`src/rtl/lndraw_pkg.sv`:
```
package lndraw_pkg;
  typedef enum logic [2:0] {
    K_IDLE  = 3'd0,
    K_HEAD  = 3'd1,
    K_FB    = 3'd2,
    K_FC    = 3'd3,
    K_BUS   = 3'd4,
    K_PROP  = 3'd5,
    K_STORE = 3'd6,
    K_DONE  = 3'd7
  } kind_e;
endpackage

```
`src/rtl/lndraw_ucode.sv`:
```
module lndraw_ucode
  import lndraw_pkg::*;
(
  input  logic [2:0] step_i,
  input  logic       use_b_i,
  output kind_e      kind_o,
  output logic       last_o
);
  always_comb begin
    if (use_b_i) begin
      case (step_i)
        3'd0:    kind_o = K_HEAD;
        3'd1:    kind_o = K_FB;
        3'd2:    kind_o = K_FC;
        3'd3:    kind_o = K_BUS;
        3'd4:    kind_o = K_PROP;
        default: kind_o = K_STORE;
      endcase
      last_o = (step_i == 3'd5);
    end else begin
      case (step_i)
        3'd0:    kind_o = K_HEAD;
        3'd1:    kind_o = K_FC;
        3'd2:    kind_o = K_PROP;
        default: kind_o = K_STORE;
      endcase
      last_o = (step_i == 3'd3);
    end
  end
endmodule

```
`src/rtl/lndraw_dp.sv`:
```
module lndraw_dp #(
  parameter int DW = 16,
  localparam int SW = $clog2(DW)
) (
  input  logic          clk_i,
  input  logic          rst_ni,
  input  logic          load_i,
  input  logic [SW-1:0] ash_i,
  input  logic [SW-1:0] bsh_i,
  input  logic [DW-1:0] acc_i,
  input  logic          use_a_i,
  input  logic          sing_i,
  input  logic [DW-1:0] inc1_i,
  input  logic [DW-1:0] inc2_i,
  input  logic          pix_i,
  input  logic [DW-1:0] bdat_i,
  input  logic [DW-1:0] cdat_i,
  input  logic [7:0]    minterm_i,
  output logic [SW-1:0] ash_o,
  output logic [SW-1:0] bsh_o,
  output logic [DW-1:0] acc_o,
  output logic          sign_o,
  output logic [DW-1:0] tex_o,
  output logic [DW-1:0] d_o,
  output logic          sup_o,
  output logic          zero_o
);
  logic [SW-1:0]   ash_q, bsh_q;
  logic [DW-1:0]   acc_q, d_q, acc_nx, a_word, d_w;
  logic            sign_q, first_q, sup_q, zero_q;
  logic [2*DW-1:0] rot;

  // texture follows the live B shift
  assign rot    = {bdat_i, bdat_i} >> bsh_q;
  assign tex_o  = rot[DW-1:0];
  assign a_word = {1'b1, {(DW-1){1'b0}}} >> ash_q;
  assign acc_nx = use_a_i ? acc_q + (acc_q[DW-1] ? inc1_i : inc2_i) : acc_q;

  for (genvar i = 0; i < DW; i++) begin : g_mt
    assign d_w[i] = minterm_i[{a_word[i], tex_o[DW-1], cdat_i[i]}];
  end

  always_ff @(posedge clk_i or negedge rst_ni) begin
    if (!rst_ni) begin
      ash_q   <= '0;
      bsh_q   <= '0;
      acc_q   <= '0;
      sign_q  <= 1'b0;
      first_q <= 1'b1;
      sup_q   <= 1'b0;
      zero_q  <= 1'b1;
      d_q     <= '0;
    end else if (load_i) begin
      ash_q   <= ash_i;
      bsh_q   <= bsh_i;
      acc_q   <= acc_i;
      sign_q  <= acc_i[DW-1];
      first_q <= 1'b1;
      sup_q   <= 1'b0;
      zero_q  <= 1'b1;
      d_q     <= '0;
    end else if (pix_i) begin
      acc_q   <= acc_nx;
      sign_q  <= acc_nx[DW-1];
      ash_q   <= ash_q + SW'(1);
      bsh_q   <= bsh_q - SW'(1);
      first_q <= ~acc_q[DW-1];
      sup_q   <= sing_i & ~first_q;
      d_q     <= d_w;
      // suppression blocks only the write, not the logic update
      if (|d_w) zero_q <= 1'b0;
    end
  end

  assign ash_o  = ash_q;
  assign bsh_o  = bsh_q;
  assign acc_o  = acc_q;
  assign sign_o = sign_q;
  assign d_o    = d_q;
  assign sup_o  = sup_q;
  assign zero_o = zero_q;
endmodule

```
`src/rtl/lndraw_seq.sv`:
```
module lndraw_seq
  import lndraw_pkg::*;
#(
  parameter int DW = 16,
  parameter int LW = 10,
  parameter int PW = 20,
  localparam int SW = $clog2(DW)
) (
  input  logic          clk_i,
  input  logic          rst_ni,
  input  logic          start_i,
  input  logic [LW-1:0] len_i,
  input  logic          use_a_i,
  input  logic          use_b_i,
  input  logic          use_c_i,
  input  logic          sing_i,
  input  logic [SW-1:0] ash_i,
  input  logic [SW-1:0] bsh_i,
  input  logic [DW-1:0] acc_i,
  input  logic [DW-1:0] inc1_i,
  input  logic [DW-1:0] inc2_i,
  input  logic [7:0]    minterm_i,
  input  logic [DW-1:0] bdat_i,
  input  logic [DW-1:0] cdata_i,
  input  logic [PW-1:0] bptr_i,
  input  logic [PW-1:0] bmod_i,
  input  logic          grant_i,
  output logic          busy_o,
  output logic [2:0]    kind_o,
  output logic          bus_req_o,
  output logic          we_o,
  output logic          store_sup_o,
  output logic [DW-1:0] d_o,
  output logic [DW-1:0] tex_o,
  output logic          zero_o,
  output logic          done_o,
  output logic [PW-1:0] bptr_o,
  output logic [DW-1:0] cdat_o,
  output logic [SW-1:0] ash_o,
  output logic [SW-1:0] bsh_o,
  output logic          sign_o,
  output logic [DW-1:0] acc_o
);
  logic          busy_q, fin_q, start_ok, adv, pix, uc_last, sup_w, sign_w;
  logic [2:0]    step_q;
  logic [LW-1:0] cnt_q;
  logic          use_a_q, use_b_q, use_c_q, sing_q;
  logic [PW-1:0] bmod_q, bptr_q;
  logic [DW-1:0] cdat_q, acc_w;
  logic [SW-1:0] ash_w, bsh_w;
  logic [SW-1:0] vis_ash_q, vis_bsh_q;
  logic          vis_sign_q;
  logic [DW-1:0] vis_acc_q;
  kind_e         uc_kind, kind_w;

  lndraw_ucode u_ucode (
    .step_i (step_q),
    .use_b_i(use_b_q),
    .kind_o (uc_kind),
    .last_o (uc_last)
  );

  assign start_ok = ~busy_q & start_i;

  always_comb begin
    if (!busy_q)    kind_w = K_IDLE;
    else if (fin_q) kind_w = K_DONE;
    else            kind_w = uc_kind;
  end

  assign bus_req_o = use_c_q & (kind_w == K_FB || kind_w == K_FC ||
                                kind_w == K_BUS || kind_w == K_STORE);
  assign adv = ~bus_req_o | grant_i;
  assign pix = (kind_w == K_PROP);

  lndraw_dp #(.DW(DW)) u_dp (
    .clk_i    (clk_i),
    .rst_ni   (rst_ni),
    .load_i   (start_ok),
    .ash_i    (ash_i),
    .bsh_i    (bsh_i),
    .acc_i    (acc_i),
    .use_a_i  (use_a_q),
    .sing_i   (sing_q),
    .inc1_i   (inc1_i),
    .inc2_i   (inc2_i),
    .pix_i    (pix),
    .bdat_i   (bdat_i),
    .cdat_i   (cdat_q),
    .minterm_i(minterm_i),
    .ash_o    (ash_w),
    .bsh_o    (bsh_w),
    .acc_o    (acc_w),
    .sign_o   (sign_w),
    .tex_o    (tex_o),
    .d_o      (d_o),
    .sup_o    (sup_w),
    .zero_o   (zero_o)
  );

  always_ff @(posedge clk_i or negedge rst_ni) begin
    if (!rst_ni) begin
      busy_q  <= 1'b0;
      fin_q   <= 1'b0;
      step_q  <= '0;
      cnt_q   <= '0;
      use_a_q <= 1'b0;
      use_b_q <= 1'b0;
      use_c_q <= 1'b0;
      sing_q  <= 1'b0;
      bmod_q  <= '0;
      bptr_q  <= '0;
    end else if (start_ok) begin
      busy_q  <= 1'b1;
      fin_q   <= 1'b0;
      step_q  <= '0;
      cnt_q   <= (len_i == '0) ? LW'(1) : len_i;
      use_a_q <= use_a_i;
      use_b_q <= use_b_i;
      use_c_q <= use_c_i;
      sing_q  <= sing_i;
      bmod_q  <= bmod_i;
      bptr_q  <= bptr_i;
    end else if (busy_q) begin
      if (fin_q) begin
        busy_q <= 1'b0;
        fin_q  <= 1'b0;
      end else if (adv) begin
        if (kind_w == K_FB) bptr_q <= bptr_q + bmod_q;
        if (uc_last) begin
          step_q <= '0;
          if (cnt_q == LW'(1)) fin_q <= 1'b1;
          else                 cnt_q <= cnt_q - LW'(1);
        end else begin
          step_q <= step_q + 3'd1;
        end
      end
    end
  end

  // C register persists across lines
  always_ff @(posedge clk_i or negedge rst_ni) begin
    if (!rst_ni)                                   cdat_q <= '0;
    else if (kind_w == K_FC && use_c_q && grant_i) cdat_q <= cdata_i;
  end

  always_ff @(posedge clk_i or negedge rst_ni) begin
    if (!rst_ni) begin
      vis_ash_q  <= '0;
      vis_bsh_q  <= '0;
      vis_sign_q <= 1'b0;
      vis_acc_q  <= '0;
    end else if (busy_q && fin_q) begin
      vis_ash_q  <= ash_w;
      vis_bsh_q  <= bsh_w;
      vis_sign_q <= sign_w;
      vis_acc_q  <= acc_w;
    end
  end

  assign busy_o      = busy_q;
  assign kind_o      = kind_w;
  assign done_o      = busy_q & fin_q;
  assign store_sup_o = (kind_w == K_STORE) & sup_w;
  assign we_o        = (kind_w == K_STORE) & use_c_q & ~sup_w & grant_i;
  assign bptr_o      = bptr_q;
  assign cdat_o      = cdat_q;
  assign ash_o       = vis_ash_q;
  assign bsh_o       = vis_bsh_q;
  assign sign_o      = vis_sign_q;
  assign acc_o       = vis_acc_q;
endmodule

```
`config.mk`:
```
export PLATFORM = sky130hd
export DESIGN_NAME = lndraw_seq
export DESIGN_NICKNAME = d
export VERILOG_FILES = /design/src/rtl/lndraw_pkg.sv /design/src/rtl/lndraw_ucode.sv /design/src/rtl/lndraw_dp.sv /design/src/rtl/lndraw_seq.sv
export SDC_FILE = /design/constraint.sdc
export NUM_CORES = 1
export LEC_CHECK = 0
export ABC_AREA = 1
export CAP_MARGIN = 20
export CORE_UTILIZATION = 50
export CTS_CLUSTER_SIZE = 30
export DETAILED_ROUTE_END_ITERATION = 6
export GPL_TIMING_DRIVEN = 1
export PLACE_DENSITY = 0.81
export SKIP_CTS_REPAIR_TIMING = 1
export SYNTH_ARGS = -nofsm -noshare
export SYNTH_HDL_FRONTEND = slang
export SYNTH_SLANG_ARGS = --single-unit
export TNS_END_PERCENT = 5
```
`constraint.sdc`:
```
create_clock -name clk_i -period 4.9 [get_ports clk_i]
set_clock_uncertainty 0.2 [all_clocks]
set_input_delay 0.98 -clock clk_i [delete_from_list [all_inputs] [get_ports clk_i]]
set_output_delay 0.98 -clock clk_i [all_outputs]
set_load 0.01 [all_outputs]
```
* Yosys cells after proc, flatten, opt, wreduce, memory -nomap -nowiden
Cells that the tools add are included.
Word-level totals: logic and storage cells 179, input port bits 154, output and inout bits 102, register bits after elaboration 144
Operators by class: reduce and logical (&&, ||, !) cells 21, add/subtract/negate cells 6, muxes and demuxes 83, eq/ne operators 13, magnitude comparators 16, shift-type cells 2, bitwise gates (word level) 14
Operators by type and width (count):
- $mux 20 | 5
- $mux 16 | 6
- $mux 10 | 7
- $lt 3x4->1 const B | 16
- $bmux 1 s3 | 16
- $mux 1 | 35
- $shr 32x4->16 | 1
- $mux 3 | 8
- $add 20x20->20 | 1
- $add 16x16->16 | 1
- $mux 4 | 4
- $reduce_or 16->1 | 1
- $shr 16x4->16 const A | 1
- $eq 3x3->1 const B | 5
- $pmux 3 s5 | 1
- $reduce_bool 2->1 | 7
- $eq 3x2->1 const B | 4
- $eq 10x1->1 const B | 1
- $logic_not 10->1 | 1
- $sub 10x1->10 const B | 1
- $pmux 3 s3 | 1
- $and 1x1->1 | 8
- $not 1->1 | 5
- $reduce_and 5->1 | 1
- other kinds (13) | 18

* Logic depth before layout (Yosys ltp)
Gate-level depths: netlist (run 1).
depth after elaboration 16, gate-level depth with buffers 18, gate-level depth less buffers 17

* Modules after synthesis
From an unflattened synthesis (run 1), not the netlist that was laid out.
Unflattened totals: cells, all modules 1610, area, all modules 10786.6 um2
Modules (own cells, without submodules):
- lndraw_seq | times used 1, cells each 745, seq. area each 2502.4 um2, area each 5651.7 um2
- lndraw_dp | times used 1, cells each 844, seq. area each 1078.5 um2, area each 5048.6 um2
- lndraw_ucode | times used 1, cells each 21, seq. area each 0.0 um2, area each 86.3 um2

* Least setup slack after synthesis (run 1)
No wires, ideal clock.
path type input port to flip-flop, start input port inc1_i[0], end register u_dp.acc_q[12] (netlist: u_dp.acc_o[12]), slack 1971 ps, data arrival time 2647 ps, required time 4617 ps, path buffers 0, library setup time 83 ps, stages on the path 13, cell sequence nand2_1 > nand2_1 > ha_1 > fa_1 > nand2_1 > nand2_1 > a21oi_1 > o21ai_0 > a21oi_1 > o21ai_0 > nand2_1 > nand3_1 > o21ai_0
Between the ends: longest elaborated chain between the ends 5
Ends and longest elaborated chain:
- from (decl) | RTL line lndraw_seq.sv:20 | input logic [DW-1:0] inc1_i,
- $mux 16 | RTL line lndraw_dp.sv:37 | assign acc_nx = use_a_i ? acc_q + (acc_q[DW-1] ? inc1_i : inc2_i) : acc_q;
- $add 16x16->16 | RTL line lndraw_dp.sv:37
- $mux 16 | RTL line lndraw_dp.sv:37
- $mux 16 | RTL line lndraw_dp.sv:62 | end else if (pix_i) begin
- $mux 16 | RTL line lndraw_dp.sv:53 | end else if (load_i) begin
- to (signal assigned) | RTL line lndraw_dp.sv:56 | acc_q <= acc_i;
- to (signal assigned) | RTL line lndraw_dp.sv:63 | acc_q <= acc_nx;
- to (decl) | RTL line lndraw_dp.sv:29 | logic [DW-1:0] acc_q, d_q, acc_nx, a_word, d_w;
Every way passes these cells. The select of a mux whose other input is x is not followed. A chain may end at the register's enable or synchronous reset.

* Worst setup path after layout (run 1)
start input port bdat_i[5], end output port tex_o[4]
Between the ends: longest elaborated chain between the ends 1
Ends and longest elaborated chain:
- from (decl) | RTL line lndraw_seq.sv:23 | input logic [DW-1:0] bdat_i,
- $shr 32x4->16 | RTL line lndraw_dp.sv:34 | assign rot = {bdat_i, bdat_i} >> bsh_q;
- to (decl) | RTL line lndraw_seq.sv:34 | output logic [DW-1:0] tex_o,
Every way passes these cells.

==> metrics, run 1 <==
crit path DAT=2830 ps; final-report hold violation count=0; io pins=256; Num Clock Sinks=142; setup violators final=0; synthesized area=10400 µm²; GR Overflow Total=0; largest area contributor in the netlist=dfrtp_1; Avg Vias per Cell=5.54; Final GP Congestion=0.903; CTS Buffer Depth=2; reg2reg path depth=14; min cycle time layout=4010 ps; Yosys warnings=0; TritonCTS buffer count=17; final net count=1881; CP Launch Point=bdat_i[5]; Final period util=81.8%; total core area=20300 µm²; Max-slew headroom=46.1%; Die H=146 µm; largest net degree at the start of global routing=81; RSZ-0062 raised after global routing=false; global-route wire length before repair=50800 µm; Initial Util=51.3%; Startpoint Class=input pin; DRT Pass-1 Iters=6; final slew viol count=0; CP endpoint=tex_o[4]; Post-synth top flop=dfrtp_1; detailed-route DRC error count=0; Die W=146 µm; FF-to-FF setup slack=1040 ps; Row Count=52; layout cells sized above 1=4.85%; synth unique cells=55; DR vias=10.9k; vias in the first global route=10.2k; CP Data Required Time=3720 ps; post-DR wirelength/cell=16.1 µm; Tightest Pin Transition=809 ps; Total GRT Usage=29.6%; Fmax=0.250 GHz; max cap viols=0; Die ar.=21400 µm²; DR iter-0 viols=822; Synth area leaders=dfrtp_1 34%, nand2_1 17%, o21ai_0 6.4%; Port Buffers=255; syn_area_per_cell=7.03 µm²; Reg clk slew, reported paths=60 ps; # fillers=1841; Area Overhead vs Synth=30.0%; CP Max Fanout=2; leak pwr=6.35 nW; most frequent cells in the layout=465 x nand2_1, 254 x clkdlybuf4s50_1, 140 x dfrtp_1; Setup CP Type=input pin to primary output; final core utilization=66.6%; status=complete, no violations; drt total wl=31700 µm; top-area cell type share of the netlist area=33.7%; commonest non-fill, non-tap cell in the layout=nand2_1; synthesized flop and latch total=142; Antenna Nets Post-Route=0; Syn Inst Count=1480; clock latency on the worst-skew pair=430 ps; clk root buf=clkbuf_16; Seq/Total Area, Yosys=34.2%; Syn Nets=1684; CTS tree=yes; number of enable flip-flop cells after synthesis=0; worst flop-to-flop path endpoint=u_dp.acc_o[12]; worst hold path class=flip-flop to flip-flop; Peak VDD IR=0.387 mV; power per cell area=752 nW/µm²; H-tree depth=4; setup TNS=0 ps; fraction of registers with async set/reset=100%; hpwl dp=22900 µm; Setup crit end kind=primary output; RR Startpoint=u_dp.sign_o; initial antenna violation count=4
==> metrics by stage <==
step | setup WS, ps | instance area [µm²] | power [W] | instances | hold slack (ps)
finish | 894 | 13500 | 0.0102 | 1963 | 281
global route | 662 | 13500 | 0.0110 | 1963 | 299
CTS | 863 | 13500 | 0.0101 | 1960 | 282
detailed placement | 876 | 12900 | 0.00879 | 1928 | 264
global placement | 867 | 12900 | 0.00865 | 1928 | 266
floorplan | 1970 | 10400 | 0.00670 | 1480 | 249
==> cell type report <==
| cell class | count | area (µm²) | area share [%] |
|---|---|---|---|
| Multi-Input combinational cell | 1153 | 6060 | 44.8 |
| Clock inverter | 13 | 130 | 0.962 |
| Clock buffer | 19 | 443 | 3.27 |
| Timing Repair Buffer | 263 | 2610 | 19.3 |
| Sequential cell | 142 | 3560 | 26.3 |
| Inverter | 100 | 378 | 2.79 |
| Antenna cell | 3 | 7.51 | 0.0555 |
| Tap cell | 270 | 338 | 2.50 |
==> kinds of logic after synthesis <==
logic type      count (synthesis)  synth area share (%)
fa+ha+maj                      50                  6.16
buf+inv                       185                  7.60
simple gates                  761                  31.5
mux                            16                  1.73
flops                         142                  34.2
xor+xnor                       24                  2.02
compound gates                302                  16.9
==> synthesized netlist by cell type, drive strengths merged, types with 20 or more instances <==
| cell | n |
|---|---|
| ha | 48 |
| nand3 | 94 |
| buf | 41 |
| nor3 | 20 |
| nor2 | 115 |
| nand3b | 43 |
| o21ai | 142 |
| a21oi | 84 |
| clkbuf | 44 |
| dfrtp | 140 |
| nand2 | 473 |
| inv | 95 |
==> worst min-delay path by stage <==
stage	from	to	cells past startpoint
after global placement	sing_q	sing_q	2
after CTS	acc_o[8]	acc_o[8]	2
after global routing	ash_o[1]	ash_o[1]	2
after floorplan	sing_q	sing_q	2
after detailed placement	acc_o[8]	acc_o[8]	2
final	sing_q	sing_q	2
==> worst max-delay path, stage by stage <==
cell             delay [ps]
clkdlybuf4s50_1         510
nand2_1                  70
nand2_1                 150
o21ai_0                 110
nand2_1                  90
o21ai_0                  90
inv_1                   100
nand2_1                  50
o21ai_0                  90
clkdlybuf4s50_1         580
==> layer usage <==
metal	share of wire, %	up-vias	GRT usage (%)
li1	-	5329	-
met1	42	5084	37.7
met2	48	404	49.7
met3	7.2	56	5.91
met4	2.2	2	11.3
met5	0.041	-	0
==> state kept, by name, indices dropped and copies added, names as in the netlist, 10 cells and up <==
register	cells
acc_o	15
u_dp.acc_o	15
cdat_o	16
bptr_o	20
u_dp.d_o	16
bmod_q	20
cnt_q	10
==> power by group <==
part,leakage (nW),switching (W),internal [W]
combinational,4.34,0.00375,0.00275
clock,0.273,0.000557,0.000724
sequential,1.74,0.000653,0.00173
Power figures use the tool's default switching activity.
==> run 2, diff against run 1 <==
Settings changed: CORE_UTILIZATION 50 to 46, PLACE_DENSITY 0.81 to 0.78.
Clock period 4.9 ns to 3.5 ns, I/O delays scaled along.
==> metrics, run 2 (synthesis gave the netlist of run 1 again) <==
status=finished with violations (was complete, no violations); failing checks=design-rule violations; final-report hold violation count=0 (unchanged); global-route wire length before repair=51500 µm (was 50800 µm); Num Clock Sinks=142 (unchanged); Final period util=96.8%; DR vias=10.8k (was 10.9k); DRT Pass-1 Iters=7 (was 6); reg2reg path depth=14 (unchanged); Final Instance Area=13700 µm² (was 13500 µm²); Post-Place Cells=1951 (was 1928); final slew viol count=0 (unchanged); setup violators final=0 (unchanged); leak pwr=6.51 nW (was 6.35 nW); worst hold path class=input pin to async pin (was flip-flop to flip-flop); crit path DAT=2490 ps (was 2830 ps); Antenna Nets Post-Route=0 (unchanged); initial antenna violation count=2 (was 4); Total GRT Usage=27.4% (was 29.6%); H-tree depth=4 (unchanged); Die H=152 µm (was 146 µm); final net count=1895 (was 1881); CTS Buffer Depth=2 (unchanged); Setup crit end kind=primary output (unchanged); worst flop-to-flop path endpoint=u_dp.acc_o[12] (unchanged); RSZ-0062 raised after global routing=true (was false); CTS tree=yes (unchanged); DR iter-0 viols=794 (was 822); Avg Vias per Cell=5.44 (was 5.54); Die ar.=23200 µm² (was 21400 µm²); Area Overhead vs Synth=31.6% (was 30.0%); most frequent cells in the layout=465 x nand2_1, 248 x clkdlybuf4s50_1, 140 x dfrtp_1 (was 465 x nand2_1, 254 x clkdlybuf4s50_1, 140 x dfrtp_1); layout cells sized above 1=5.69% (was 4.85%); clk root buf=clkbuf_16 (unchanged); Row Count=54 (was 52); Fmax=0.295 GHz; detailed-route DRC error count=19 (was 0); Die W=152 µm (was 146 µm); Placement Cell Area=13100 µm² (was 12900 µm²); Tightest Pin Transition=786 ps (was 809 ps); total core area=22000 µm² (was 20300 µm²); Peak VDD IR=0.547 mV (was 0.387 mV); Layout Cells excl Fill=1986 (was 1963); GR Overflow Total=0 (unchanged); Tot Pwr=0.0144 W (was 0.0102 W); Final GP Congestion=0.936 (was 0.903); post-DR wirelength/cell=16.1 µm (about the same); largest net degree at the start of global routing=69 (was 81); FF-to-FF setup slack=510 ps (was 1040 ps); TritonCTS buffer count=17 (unchanged); clock latency on the worst-skew pair=420 ps (was 430 ps); # fillers=1980 (was 1841); power per cell area=1050 nW/µm² (was 752 nW/µm²); vias in the first global route=10.2k (about the same); CP Max Fanout=4 (was 2); Max-slew headroom=47.4% (was 46.1%); Reg clk slew, reported paths=60 ps (about the same); Initial Util=47.3% (was 51.3%); setup TNS=0 ps (unchanged); max cap viols=0 (unchanged); hpwl dp=23600 µm (was 22900 µm); RR Startpoint=u_dp.sign_o (unchanged); drt total wl=32000 µm (was 31700 µm); commonest non-fill, non-tap cell in the layout=nand2_1 (unchanged); Port Buffers=255 (unchanged); Setup CP Type=flip-flop to primary output (was input pin to primary output); min cycle time layout=3390 ps; CP Data Required Time=2600 ps (was 3720 ps); Startpoint Class=flip-flop (was input pin); io pins=256 (unchanged)
==> run 2: worst max path at each step <==
stage,start,to,depth (start not counted)
after floorplan,u_dp.sign_o,u_dp.acc_o[12],15
after global placement,bdat_i[0],tex_o[0],10
after detailed placement,bdat_i[0],tex_o[0],10
after CTS,step_q[0],we_o,11
after global routing,bdat_i[9],tex_o[2],10
final,step_q[0],kind_o[1],9
==> run 2: final cells by class <==
cell class	count	area, µm²	area share (%)
Antenna cell	2	5.00	0.0365
Clock inverter	14	159	1.16
Timing Repair Buffer	277	2750	20.1
Tap cell	280	350	2.56
Multi-Input combinational cell	1153	6070	44.3
Inverter	100	378	2.76
Clock buffer	18	429	3.13
Sequential cell	142	3560	26.0
==> run 2: where the power goes <==
group	internal, W	total (W)	leakage [nW]	switching [W]
Clock	0.00106	0.00184	0.276	0.000773
Combinational	0.00394	0.00936	4.49	0.00542
Sequential	0.00243	0.00320	1.74	0.000771
==> run 2: critical path: stages, from the launching register on <==
cell,delay [ps]
dfrtp_1,400
inv_1,90
ha_1,220
o21ai_2,140
and2_1,180
o21ai_1,70
nand3_1,90
nand2_2,120
inv_2,180
clkdlybuf4s50_1,560
==> run 2: through the flow <==
| step | hold WS [ps] | worst slack [ps] | util (%) |
|---|---|---|---|
| after global routing | 135 | -8.15 | 62.2 |
| after floorplan | 204 | 734 | - |
| after detailed placement | 267 | 60.0 | 59.3 |
| after global placement | 265 | 110 | 59.3 |
| final | 87.1 | 112 | 62.2 |
| after CTS | 104 | -130 | 62.0 |
==> run 2: layer usage <==
metal	vias up	part of all wire, %	GRT usage (%)	wire [µm]
met2	399	48	46.4	15300
met5	-	0	0	0
met4	0	1.6	7.65	510
li1	5347	-	-	-
met1	5010	43	35.6	13800
met3	40	7.2	5.38	2310
==> run 3, diff against run 2 <==
Settings changed: CORE_MARGIN from default to 2.
==> metrics, run 3 (synthesis gave the netlist of run 1 again) <==
slowest stage cell, crit path=clkdlybuf4s50_1 (unchanged); global-route wire length before repair=51300 µm (was 51500 µm); Die H=154 µm (was 152 µm); CP peak stage delay=540 ps (was 560 ps); CP Max Fanout=5 (was 4); Max-slew headroom=49.2% (was 47.4%); Fmax=0.285 GHz (was 0.295 GHz); Reg clk slew, reported paths=70 ps (was 60 ps); FF-to-FF setup slack=300 ps (was 510 ps); Die ar.=23800 µm² (was 23200 µm²); switching part of the total=48.4% (about the same); clk root buf=clkbuf_16 (unchanged); final core utilization=61.1% (was 62.2%); Tot Pwr=0.0145 W (was 0.0144 W); Port Buffers=255 (unchanged); Area Overhead vs Synth=31.6% (about the same); RR Startpoint=u_dp.sign_o (unchanged); leak pwr=6.47 nW (was 6.51 nW); GR Overflow Total=0 (unchanged); combinational share of power=64.8% (was 65.0%); clock latency on the worst-skew pair=430 ps (was 420 ps); FF+latch area=3560 µm² (about the same); Antenna Nets Post-Route=0 (unchanged); sequential group share of total power=22.3% (was 22.2%); setup violators final=1 (was 0); DR vias=10.9k (was 10.8k); drt total wl=32300 µm (was 32000 µm); Startpoint Class=flip-flop (unchanged); Int Power=0.00746 W (was 0.00743 W); max cap viols=0 (unchanged); DRT Pass-1 Iters=6 (was 7); Tightest Pin Transition=759 ps (was 786 ps); WHS=66.4 ps (was 87.1 ps); worst hold path class=input pin to async pin (unchanged); Clock power frac=13.0% (was 12.8%); commonest non-fill, non-tap cell in the layout=nand2_1 (unchanged); number of inserted diodes=0 (was 2); critical path cell sequence=inv_1 > ha_1 > o21ai_2 > and2_1 > o21ai_1 > nand3_1 > nand2_2 > nor2_4 > nand2_1 > nor2_1 > clkdlybuf4s50_1 (was inv_1 > ha_1 > o21ai_2 > and2_1 > o21ai_1 > nand3_1 > nand2_2 > inv_2 > clkdlybuf4s50_1); CTS tree=yes (unchanged); detailed-route DRC error count=0 (was 19); io pins=256 (unchanged); largest net degree at the start of global routing=65 (was 69); failing checks=negative setup slack (was design-rule violations); reg2reg path depth=14 (unchanged); Die W=154 µm (was 152 µm); worst flop-to-flop path endpoint=u_dp.acc_o[12] (unchanged); TritonCTS buffer count=17 (unchanged); # fillers=2037 (was 1980); switching pwr=0.00699 W (was 0.00696 W); CP Data Required Time=2600 ps (about the same); Final GP Congestion=0.942 (was 0.936); H-tree depth=4 (unchanged); Row Count=55 (was 54); Peak VDD IR=0.469 mV (was 0.547 mV); Final period util=100% (was 96.8%); post-DR wirelength/cell=16.2 µm (was 16.1 µm); status=finished with violations (unchanged); Total GRT Usage=26.6% (was 27.4%); crit path DAT=2610 ps (was 2490 ps); min cycle time layout=3510 ps (was 3390 ps); DR iter-0 viols=725 (was 794); final slew viol count=0 (unchanged); final-report hold violation count=0 (unchanged); total core area=22400 µm² (was 22000 µm²); power per cell area=1060 nW/µm² (was 1050 nW/µm²); final net count=1894 (was 1895); Setup CP Type=flip-flop to primary output (unchanged); hpwl dp=23500 µm (was 23600 µm); Initial Util=46.4% (was 47.3%); layout cells sized above 1=5.75% (was 5.69%); worst path bufs/invs=2 (was 3); area of the multi-input gates=6070 µm² (unchanged); setup TNS=-11.8 ps (was 0 ps); Largest delay share family, worst path=simple AND/OR/NAND/NOR gates (was buffers and inverters); final worst-path setup slack=-11.8 ps (was 112 ps); vias in the first global route=10.2k (about the same); Num Clock Sinks=142 (unchanged); Avg Vias per Cell=5.47 (was 5.44); initial antenna violation count=0 (was 2); Setup crit end kind=primary output (unchanged); CTS Buffer Depth=2 (unchanged); RSZ-0062 raised after global routing=true (unchanged); most frequent cells in the layout=465 x nand2_1, 252 x clkdlybuf4s50_1, 139 x dfrtp_1 (was 465 x nand2_1, 248 x clkdlybuf4s50_1, 140 x dfrtp_1)
run 3: layer usage:
layer / up-vias / GRT usage (%) / part of all wire [%]
li1: 5349 / - / -
met1: 5017 / 35.0 / 43
met2: 465 / 44.9 / 48
met3: 52 / 4.71 / 6.9
met4: 0 / 7.94 / 2.1
met5: - / 0 / 0
run 3: how the worst max path moves through the flow:
| stage | from | to | slack, ps | cells past startpoint |
|---|---|---|---|---|
| 2_1_floorplan | u_dp.sign_o | u_dp.acc_o[12] | 730 | 15 |
| 6_report | step_q[0] | store_sup_o | -10 | 11 |
| 4_1_cts | step_q[0] | we_o | -160 | 11 |
| 3_5_place_dp | inc2_i[0] | u_dp.acc_o[12] | 140 | 14 |
| 3_3_place_gp | bdat_i[15] | tex_o[12] | 180 | 8 |
| 5_1_grt | step_q[1] | store_sup_o | -210 | 11 |
run 3: cell type report:
cell class,instances,share of cell area [%]
tap,285,2.60
clock buffer,18,3.21
sequential,142,26.0
clock inverter,14,1.14
multi-input combinational,1153,44.3
timing repair buffer,276,20.0
inverter,100,2.76
run 3: stage by stage:
step	cells	cell area (µm²)	setup WS (ps)
2_1_floorplan	1480	10400	734
3_3_place_gp	1956	13100	182
3_5_place_dp	1956	13100	137
4_1_cts	1988	13700	-162
5_1_grt	1988	13700	-211
6_report	1988	13700	-11.8
run 3: power by group through the flow:
stage          Combinational [W]  Sequential [W]  Clock (W)
2_1_floorplan            0.00632         0.00307          0
3_3_place_gp             0.00903         0.00320          0
3_5_place_dp             0.00922         0.00322          0
4_1_cts                  0.00930         0.00321    0.00189
5_1_grt                   0.0104         0.00333    0.00198
6_report                 0.00936         0.00322    0.00187
